--- src/rtl/msr_pkg.sv ---
package msr_pkg;
  localparam int NUM_W = 32;
  localparam logic [NUM_W-1:0] NUM_CTR   = 32'h0000_0010;
  localparam logic [NUM_W-1:0] NUM_LAPIC = 32'h0000_001B;
  localparam logic [NUM_W-1:0] NUM_EFER  = 32'hC000_0080;

  // field positions inside the low half
  localparam int LAPIC_EN_BIT   = 11;
  localparam int LAPIC_BOOT_BIT = 8;
  localparam int LAPIC_PAGE_LSB = 12;
  localparam int EFER_SCE_BIT   = 0;
  localparam int EFER_LME_BIT   = 8;
  localparam int EFER_LMA_BIT   = 10;
  localparam int EFER_NXE_BIT   = 11;

  typedef enum logic [1:0] {SEL_NONE, SEL_CTR, SEL_LAPIC, SEL_EFER} reg_sel_e;

  function automatic reg_sel_e decode_num(input logic [NUM_W-1:0] num);
    case (num)
      NUM_CTR:   return SEL_CTR;
      NUM_LAPIC: return SEL_LAPIC;
      NUM_EFER:  return SEL_EFER;
      default:   return SEL_NONE;
    endcase
  endfunction
endpackage

--- src/rtl/msr_cycle_ctr.sv ---
module msr_cycle_ctr #(
  parameter int W = 64
) (
  input  logic         clk,
  input  logic         rst_n,
  input  logic         ld,
  input  logic [W-1:0] ld_val,
  output logic [W-1:0] cnt_o
);
  always_ff @(posedge clk) begin
    if (!rst_n)  cnt_o <= '0;
    else if (ld) cnt_o <= ld_val;
    else         cnt_o <= cnt_o + W'(1);
  end

  assert_count_step_R1: assert property (@(posedge clk) disable iff (!rst_n)
    ($past(rst_n) && !$past(ld)) |-> cnt_o == $past(cnt_o) + W'(1));

  assert_load_wins_R3: assert property (@(posedge clk) disable iff (!rst_n)
    ($past(rst_n) && $past(ld)) |-> cnt_o == $past(ld_val));
endmodule

--- src/rtl/msr_lapic_reg.sv ---
module msr_lapic_reg #(
  parameter int          HALF_W   = 32,
  parameter int          PAGE_W   = HALF_W - 12,
  parameter logic [PAGE_W-1:0] PAGE_RST = 20'hFEE00,
  parameter logic        EN_RST   = 1'b1
) (
  input  logic              clk,
  input  logic              rst_n,
  input  logic              wr,
  input  logic [PAGE_W-1:0] wr_page,
  input  logic              wr_en_bit,
  input  logic              boot_cpu,
  output logic [HALF_W-1:0] rd_data,
  output logic [PAGE_W-1:0] page_o,
  output logic              en_o
);
  import msr_pkg::*;

  always_ff @(posedge clk) begin
    if (!rst_n) begin
      page_o <= PAGE_RST;
      en_o   <= EN_RST;
    end else if (wr) begin
      page_o <= wr_page;
      en_o   <= wr_en_bit;
    end
  end

  always_comb begin
    rd_data = '0;
    rd_data[LAPIC_PAGE_LSB +: PAGE_W] = page_o;
    rd_data[LAPIC_EN_BIT]             = en_o;
    rd_data[LAPIC_BOOT_BIT]           = boot_cpu;
  end
endmodule

--- src/rtl/msr_efer_reg.sv ---
module msr_efer_reg #(
  parameter int HALF_W = 32
) (
  input  logic              clk,
  input  logic              rst_n,
  input  logic              wr,
  input  logic              wr_sce,
  input  logic              wr_lme,
  input  logic              wr_nxe,
  input  logic              paging_en,
  output logic [HALF_W-1:0] rd_data,
  output logic              sce_o,
  output logic              lme_o,
  output logic              lma_o,
  output logic              nxe_o
);
  import msr_pkg::*;

  always_ff @(posedge clk) begin
    if (!rst_n) begin
      sce_o <= 1'b0;
      lme_o <= 1'b0;
      nxe_o <= 1'b0;
    end else if (wr) begin
      sce_o <= wr_sce;
      lme_o <= wr_lme;
      nxe_o <= wr_nxe;
    end
  end

  // long mode is live only once paging is on as well
  assign lma_o = lme_o & paging_en;

  always_comb begin
    rd_data = '0;
    rd_data[EFER_SCE_BIT] = sce_o;
    rd_data[EFER_LME_BIT] = lme_o;
    rd_data[EFER_LMA_BIT] = lma_o;
    rd_data[EFER_NXE_BIT] = nxe_o;
  end
endmodule

--- src/rtl/msr_bank.sv ---
module msr_bank #(
  parameter int          HALF_W        = 32,
  parameter logic [19:0] LAPIC_PAGE_RST = 20'hFEE00,
  parameter logic        LAPIC_EN_RST   = 1'b1
) (
  input  logic              clk,
  input  logic              rst_n,
  input  logic              req_valid,
  output logic              req_ready,
  input  logic              req_write,
  input  logic              req_ctr_only,
  input  logic [1:0]        req_cpl,
  input  logic [31:0]       req_num,
  input  logic [HALF_W-1:0] req_wdata_hi,
  input  logic [HALF_W-1:0] req_wdata_lo,
  output logic              rsp_valid,
  input  logic              rsp_ready,
  output logic [HALF_W-1:0] rsp_rdata_hi,
  output logic [HALF_W-1:0] rsp_rdata_lo,
  output logic              rsp_fault,
  output logic              fault_pulse,
  input  logic              boot_cpu,
  input  logic              paging_en,
  output logic [19:0]       lapic_page,
  output logic              lapic_en,
  output logic              sce_en,
  output logic              lme_en,
  output logic              lma_act,
  output logic              nxe_en
);
  import msr_pkg::*;

  localparam int CNT_W  = 2 * HALF_W;
  localparam int PAGE_W = HALF_W - LAPIC_PAGE_LSB;

  logic             accept, bad, do_wr;
  reg_sel_e         num_sel, eff_sel;
  logic [CNT_W-1:0] ctr_val, rd_mux;
  logic [HALF_W-1:0] lapic_rd, efer_rd;

  assign req_ready = !rsp_valid || rsp_ready;
  assign accept    = req_valid && req_ready;
  assign num_sel   = decode_num(req_num);
  assign eff_sel   = req_ctr_only ? SEL_CTR : num_sel;
  assign bad       = !req_ctr_only && (num_sel == SEL_NONE || req_cpl != 2'd0);
  assign do_wr     = accept && req_write && !req_ctr_only && !bad;

  msr_cycle_ctr #(.W(CNT_W)) u_ctr (
    .clk(clk), .rst_n(rst_n),
    .ld(do_wr && eff_sel == SEL_CTR),
    .ld_val({req_wdata_hi, req_wdata_lo}),
    .cnt_o(ctr_val)
  );

  msr_lapic_reg #(
    .HALF_W(HALF_W), .PAGE_W(PAGE_W),
    .PAGE_RST(PAGE_W'(LAPIC_PAGE_RST)), .EN_RST(LAPIC_EN_RST)
  ) u_lapic (
    .clk(clk), .rst_n(rst_n),
    .wr(do_wr && eff_sel == SEL_LAPIC),
    .wr_page(req_wdata_lo[LAPIC_PAGE_LSB +: PAGE_W]),
    .wr_en_bit(req_wdata_lo[LAPIC_EN_BIT]),
    .boot_cpu(boot_cpu),
    .rd_data(lapic_rd),
    .page_o(lapic_page),
    .en_o(lapic_en)
  );

  msr_efer_reg #(.HALF_W(HALF_W)) u_efer (
    .clk(clk), .rst_n(rst_n),
    .wr(do_wr && eff_sel == SEL_EFER),
    .wr_sce(req_wdata_lo[EFER_SCE_BIT]),
    .wr_lme(req_wdata_lo[EFER_LME_BIT]),
    .wr_nxe(req_wdata_lo[EFER_NXE_BIT]),
    .paging_en(paging_en),
    .rd_data(efer_rd),
    .sce_o(sce_en), .lme_o(lme_en), .lma_o(lma_act), .nxe_o(nxe_en)
  );

  always_comb begin
    case (eff_sel)
      SEL_CTR:   rd_mux = ctr_val;
      SEL_LAPIC: rd_mux = {{HALF_W{1'b0}}, lapic_rd};
      SEL_EFER:  rd_mux = {{HALF_W{1'b0}}, efer_rd};
      default:   rd_mux = '0;
    endcase
    if (bad || (req_write && !req_ctr_only)) rd_mux = '0;
  end

  always_ff @(posedge clk) begin
    if (!rst_n) begin
      rsp_valid    <= 1'b0;
      rsp_rdata_hi <= '0;
      rsp_rdata_lo <= '0;
      rsp_fault    <= 1'b0;
      fault_pulse  <= 1'b0;
    end else begin
      fault_pulse <= accept && bad;
      if (accept) begin
        rsp_valid    <= 1'b1;
        rsp_rdata_hi <= rd_mux[CNT_W-1:HALF_W];
        rsp_rdata_lo <= rd_mux[HALF_W-1:0];
        rsp_fault    <= bad;
      end else if (rsp_ready) begin
        rsp_valid <= 1'b0;
      end
    end
  end

  assert_fault_quiet_R4: assert property (@(posedge clk) disable iff (!rst_n)
    (accept && bad) |=> ($stable(lapic_page) && $stable(lapic_en) && $stable(sce_en)
                         && $stable(lme_en) && $stable(nxe_en)));

  assert_fault_zero_R10: assert property (@(posedge clk) disable iff (!rst_n)
    fault_pulse |-> (rsp_fault && rsp_valid && rsp_rdata_hi == '0 && rsp_rdata_lo == '0));

  assert_rsp_hold_R11: assert property (@(posedge clk) disable iff (!rst_n)
    (rsp_valid && !rsp_ready) |=> (rsp_valid && $stable(rsp_rdata_hi)
                                   && $stable(rsp_rdata_lo) && $stable(rsp_fault)));
endmodule

--- config.mk ---
export PLATFORM = sky130hd
export DESIGN_NAME = msr_bank
export DESIGN_NICKNAME = d
export VERILOG_FILES = /design/src/rtl/msr_pkg.sv /design/src/rtl/msr_cycle_ctr.sv /design/src/rtl/msr_lapic_reg.sv /design/src/rtl/msr_efer_reg.sv /design/src/rtl/msr_bank.sv
export SDC_FILE = /design/constraint.sdc
export NUM_CORES = 1
export LEC_CHECK = 0
export BUFFER_PORTS_ARGS = -buffer_cell sky130_fd_sc_hd__buf_2
export CORE_UTILIZATION = 50
export DETAILED_ROUTE_END_ITERATION = 12
export PLACE_DENSITY = 0.78
export SLEW_MARGIN = 10
export SYNTH_ARGS = -nofsm -noshare
export SYNTH_HDL_FRONTEND = slang
export SYNTH_HIERARCHICAL = 1
export SYNTH_SLANG_ARGS = --single-unit
--- constraint.sdc ---
create_clock -name clk -period 2.8 [get_ports clk]
set_input_delay 0.14 -clock clk [delete_from_list [all_inputs] [get_ports clk]]
set_output_delay 0.14 -clock clk [all_outputs]
set_load 0.005 [all_outputs]
Yosys cells after proc, flatten, opt, wreduce, memory -nomap -nowiden:

Index checks and enable logic that the tools add are counted.

* $add $sub $neg: 1
* eq/ne operators: 6
* multiplexer cells: 7
* bitwise gates (word level): 1
* reductions and logical operators: 19

Operators by type and width (count)
* $pmux 64 s3: 1
* $mux 64: 2
* $add 64x1->64 const B: 1
* $eq 32x5->1 const B: 2
* $eq 32x32->1 const B: 1
* $logic_and 1x1->1: 10
* $pmux 2 s3: 1
* $eq 2x2->1 const B: 2
* $reduce_bool 2->1: 2
* $logic_not 1->1: 3
* $logic_or 1x1->1: 3
* $eq 2x1->1 const B: 1
* $logic_not 2->1: 1
* $mux 1: 2
* $mux 2: 1
* $and 1x1->1: 1

* bits in registers: 155
* input port bits: 106
* logic and storage cells: 45

Depth between registers and ports, before layout:

* depth in word-level cells: 9
* depth in mapped cells: 10
* depth with buffers taken out: 9

Hierarchy:

The synthesis kept the hierarchy.

By module, submodules not included
* msr_cycle_ctr: times used 1, cells an instance 466, area an instance 3752.3 um^2, sequential area each 1281.2 um^2
* msr_bank: times used 1, cells an instance 404, area an instance 3592.2 um^2, sequential area each 1341.3 um^2
* msr_lapic_reg: times used 1, cells an instance 101, area an instance 1028.5 um^2, sequential area each 420.4 um^2
* msr_efer_reg: times used 1, cells an instance 43, area an instance 359.1 um^2, sequential area each 60.1 um^2

Worst setup path after synthesis:

Ideal clock, no wire load.

* kind: input to register
* start: input port req_num[21]
* end: register u_ctr.cnt_o[30]
* arrival: 2.624 ns
* data required time: 2.664 ns
* slack: 0.040 ns
* stages: 9
* buffers on the path: 1
* cells stage by stage: nor4_1 -> nand4_1 -> nor3_1 -> nand3_1 -> nor4_1 -> clkinv_1 -> dlygate4sd3_1 -> o21ai_0 -> a31oi_1

* longest elaborated chain between the ends: 9
* elaborated cells between the ends (all ways): 13
* classes of those cells: eq/ne: 4; mux: 3; reduce/logical: 6

Ends and longest elaborated chain
* start: declaration: line msr_bank.sv:13 `input logic [31:0] req_num,`
* $eq 32x32->1 or $eq 32x5->1 (tied branches): line msr_pkg.sv:19 `case (num)`
* $pmux 2 s3 (*): line msr_pkg.sv:19
* $logic_not 2->1: line msr_bank.sv:45 `assign bad = !req_ctr_only && (num_sel == SEL_NONE || req_cpl != 2'd0);`
* $logic_or 1x1->1: line msr_bank.sv:45
* $logic_and 1x1->1: line msr_bank.sv:45
* $logic_not 1->1: line msr_bank.sv:46 `assign do_wr = accept && req_write && !req_ctr_only && !bad;`
* $logic_and 1x1->1: line msr_bank.sv:46
* $logic_and 1x1->1 (*): line msr_bank.sv:50 `.ld(do_wr && eff_sel == SEL_CTR),`
* $mux 64 (*): line msr_cycle_ctr.sv:12 `else if (ld) cnt_o <= ld_val;`
* end signal: assignment: line msr_cycle_ctr.sv:12
* end signal: assignment: line msr_cycle_ctr.sv:13 `else cnt_o <= cnt_o + W'(1);`
* end: declaration: line msr_cycle_ctr.sv:8 `output logic [W-1:0] cnt_o`

Every way passes the cells marked *; elsewhere a longest branch is shown, timed or not.
A chain may end at the register's enable or synchronous reset.

Final worst setup path:

* start: register u_ctr.cnt_o[9]
* end: register u_ctr.cnt_o[50]

* longest elaborated chain between the ends: 2

Ends and longest elaborated chain (line)
* $add 64x1->64: msr_cycle_ctr.sv:13
* $mux 64: msr_cycle_ctr.sv:12

No other way between the ends.

==> summary.txt <==
Global routing
  • All-Layer GR Usage: 0.262
  • Largest net degree at the start of global routing: 90
  • Gr ovfl total: 0
  • Vias in the first global route: 7405
  • Initial antenna violation count: 1
  • Global-route wire length before repair: 37600 um

Die
  • Core box area: approximately 17000 sq um
  • Full die area: around 18000 sq um
  • DIE HEIGHT: between 100 and 150 um
  • Die X-Extent: 134 um
  • Initial core utilization: 0.519
  • Row count: between 40 and 50
  • Io pins: ~200

Clock network
  • CTS buffer count: 17
  • Number of gates resized after CTS: 0
  • Max clock buf depth: 2
  • CTS tree: built
  • Setup bufs post-CTS: 0
  • Clk sinks: 155
  • Root Buffer: clkbuf_16
  • H-tree Lvls: 4
  • Clock Latency Late Sink: 0.43 ns
  • Clock-pin slew of the registers on the worst-case setup and hold paths: about 0.070 ns

Power and ir drop
  • Max IR drop VDD: 0.000414 V
  • Sw frac: 0.251
  • Power share of the clock group: 0.461
  • Comb pwr share: 0.062
  • Total Power: approximately 4.6 mW
  • Flop pwr share: 0.477
  • Internal power: approximately 3.5 mW
  • Leakage: between 4 and 5 nW
  • Net switching power: between 1 and 1.5 mW
  • PD cells: between 400 and 500 nW/um^2

STA
  • RSZ-0062 raised after global routing: false
  • Final hold violations: 0
  • Worst-margin pin slew: roughly 0.55 ns
  • Max Clock Freq: 401 MHz
  • Worst relative slew slack: 0.630
  • Final Setup Violations: 0
  • Final Critical Period: between 2 and 2.5 ns
  • Worst setup margin: 0.308 ns
  • Setup TNS: 0 ns
  • Fin. max-slew vios: 0
  • Layout Skew: roughly 0.0074 ns
  • Fin crit share: 0.890

Critical path
  • Critical Path RT: between 3 and 4 ns
  • Max FO, Critical Path: 25
  • Worst Setup End Kind: register
  • Crit Path Category: register to register
  • CP Launch Point: u_ctr/cnt_o[9]$_SDFF_PN0_
  • Worst EP arrival: ~2.9 ns
  • Worst setup SP type: register
  • Launch point of the worst reg-to-reg path: u_ctr/cnt_o[9]$_SDFF_PN0_

Detailed routing
  • Vias per Instance: between 5 and 6
  • Final WL: approximately 24000 um
  • WL/cell: ~17 um
  • Via count: 8127
  • Pre-antenna DRT Iters: 5
  • ANT nets after route: 0
  • Drt drc: 0
  • DR iter-0 viols: around 650

Min path
  • Hold Path Class: input pin to register
  • HP Start: req_wdata_lo[10]

Synthesis
  • YS warnings: 6
  • Number of synthesized flops with an enable pin: 0
  • Top FF cell, synth: dfxtp_1
  • Count of cell types in the netlist: 62
  • Gate Count Post-Synth: 1014
  • Post-Syn Area: 8730 sq um
  • Seq cells post-synth: approximately 160
  • Mean Syn Cell Area: between 8 and 9 sq um
  • Post-synthesis async set-or-reset flop share: 0
  • Sequential area share after synthesis: 0.355

Place
  • DP Wirelength: 16600 um
  • Placed inst area: approximately 9600 sq um
  • PortBufs: just under 200
  • Post-Place Setup Slack: between 0.2 and 0.25 ns
  • Routability-driven placement congestion ratio: 0.899

Finish
  • Sequential Area: just over 3000 sq um
  • Share of layout cells above drive strength 1: 0.258
  • Util after Layout: 0.615
  • Area Growth Syn to Fin: 18.5%
  • Design Area, Final: 10300 sq um
  • # fillers: 1494
  • Area of the multi-input gates: roughly 4900 sq um
  • # nets final: around 1300

Outcome
  • Outcome: complete, no violations

Job
  • Max_cap viols: 0
worst paths after layout:
kind / endpoint / slack [ns] / cells after the start
setup / recovery: u_ctr/cnt_o[50]$_SDFF_PN0_ / 0.31 / 6
hold / removal: u_ctr/cnt_o[10]$_SDFF_PN0_ / 0.003 / 3
setup reg to reg: u_ctr/cnt_o[50]$_SDFF_PN0_ / 0.31 / 6
hold reg to reg: rsp_fault$_SDFFE_PN0P_ / 0.47 / 1
critical path, stage by stage (launching register included):
cell and delay [ns]:
dfxtp_1 0.43, and4_1 0.33, and4_1 0.49, nand4_1 0.13, buf_4 0.25, or4_2 0.62
a31oi_1 0.16
power by group through the flow:
| stage | registers, mW | logic [mW] | clock network (mW) |
|---|---|---|---|
| 2_1_floorplan | 2.26 | 0.168 | 0 |
| 3_3_place_gp | 2.27 | 0.259 | 0 |
| 3_5_place_dp | 2.27 | 0.261 | 0 |
| 4_1_cts | 2.22 | 0.286 | 2.16 |
| 5_1_grt | 2.22 | 0.314 | 2.27 |
| 6_report | 2.22 | 0.289 | 2.14 |
repair_timing:
action                                 CTS  global route
hold buffers                            22             0
endpoints found under the hold margin   22             0
setup endpoints to repair                0             0
layer usage:
metal	up-vias	track usage	routed length, um
met5	-	0	0
met4	0	0.0930	545
met3	43	0.0488	1510
met2	303	0.435	11400
met1	3816	0.340	10400
li1	3965	-	-
cells by family (layout without fill, tap and decap cells):
family | Yosys count | after routing | synth area share
flip-flops | 155 | 155 | 0.355
multiplexers | 57 | 57 | 0.0653
other | 2 | 39 | 0.000860
adder cells (fa/ha/maj) | 1 | 1 | 0.00143
buffers and inverters | 149 | 290 | 0.102
AO/OA/AOI/OAI | 273 | 273 | 0.207
AND/OR/NAND/NOR | 346 | 346 | 0.237
XOR/XNOR | 31 | 31 | 0.0311
registers in the layout, indices dropped and copies added, names as in the netlist:
register / flops
rsp_rdata_lo: 32
u_efer/lme_o: 1
u_efer/sce_o: 1
fault_pulse: 1
u_lapic/page_o: 20
u_lapic/en_o: 1
rsp_valid: 1
rsp_fault: 1
u_efer/nxe_o: 1
rsp_rdata_hi: 32
u_ctr/cnt_o: 64
cell type report:
cell class                      instances  area share
Clock inverter                         15      0.0112
Multi-Input combinational cell        746       0.477
Timing Repair Buffer                  246       0.140
Clock buffer                           17      0.0411
Tap cell                              220      0.0266
Sequential cell                       155       0.300
Inverter                               12     0.00435
Antenna cell                            1    0.000242
cell usage in the layout (no fill, tap or decap), types with 14 or more instances in the layout:
cell type and instances:
a21oi_1 18, nand2_1 76, a31oi_1 21, nor3_2 30
a21boi_0 64, buf_2 198, nor4_1 14, a22oi_1 32
nand2b_1 14, xnor2_1 14, buf_4 23, conb_1 38
o21ai_0 86, and3_1 41, dlygate4sd3_1 22, nor2_1 20
mux2i_1 57, clkbuf_16 17, nand4_1 41, nand3_1 27
nor2b_1 15, dfxtp_1 155, xor2_1 17
synth_stat cells (all sizes together) (4+ instances only):
| cell type | n | area share |
|---|---|---|
| buf | 81 | 0.072 |
| nor2 | 20 | 0.0086 |
| a22oi | 32 | 0.028 |
| o211a | 13 | 0.015 |
| nor3 | 42 | 0.041 |
| and4 | 9 | 0.0093 |
| nor4 | 15 | 0.011 |
| o31ai | 13 | 0.011 |
| a21oi | 20 | 0.011 |
| nor2b | 15 | 0.011 |
| and2 | 10 | 0.0073 |
| nand2b | 14 | 0.010 |
| o21ai | 90 | 0.052 |
| xor2 | 17 | 0.017 |
| or4 | 15 | 0.013 |
| nand2 | 78 | 0.034 |
| mux2i | 57 | 0.065 |
| dfxtp | 155 | 0.36 |
| or3 | 11 | 0.0080 |
| clkbuf | 55 | 0.024 |
| and3 | 42 | 0.030 |
| a31oi | 21 | 0.015 |
| inv | 11 | 0.0047 |
| a211oi | 4 | 0.0034 |
| nand4 | 41 | 0.029 |
| a21boi | 64 | 0.055 |
| xnor2 | 14 | 0.014 |
| nand3 | 27 | 0.015 |
metrics by stage:
stage | hold WS (ns) | instances
finish | 0.00293 | 1412
global route | 0.00653 | 1412
detailed placement | 0.370 | 1357
floorplan | 0.268 | 1050
global placement | 0.367 | 1357
CTS | 0.000807 | 1411
Note: power is estimated with default switching activity, not from simulation.
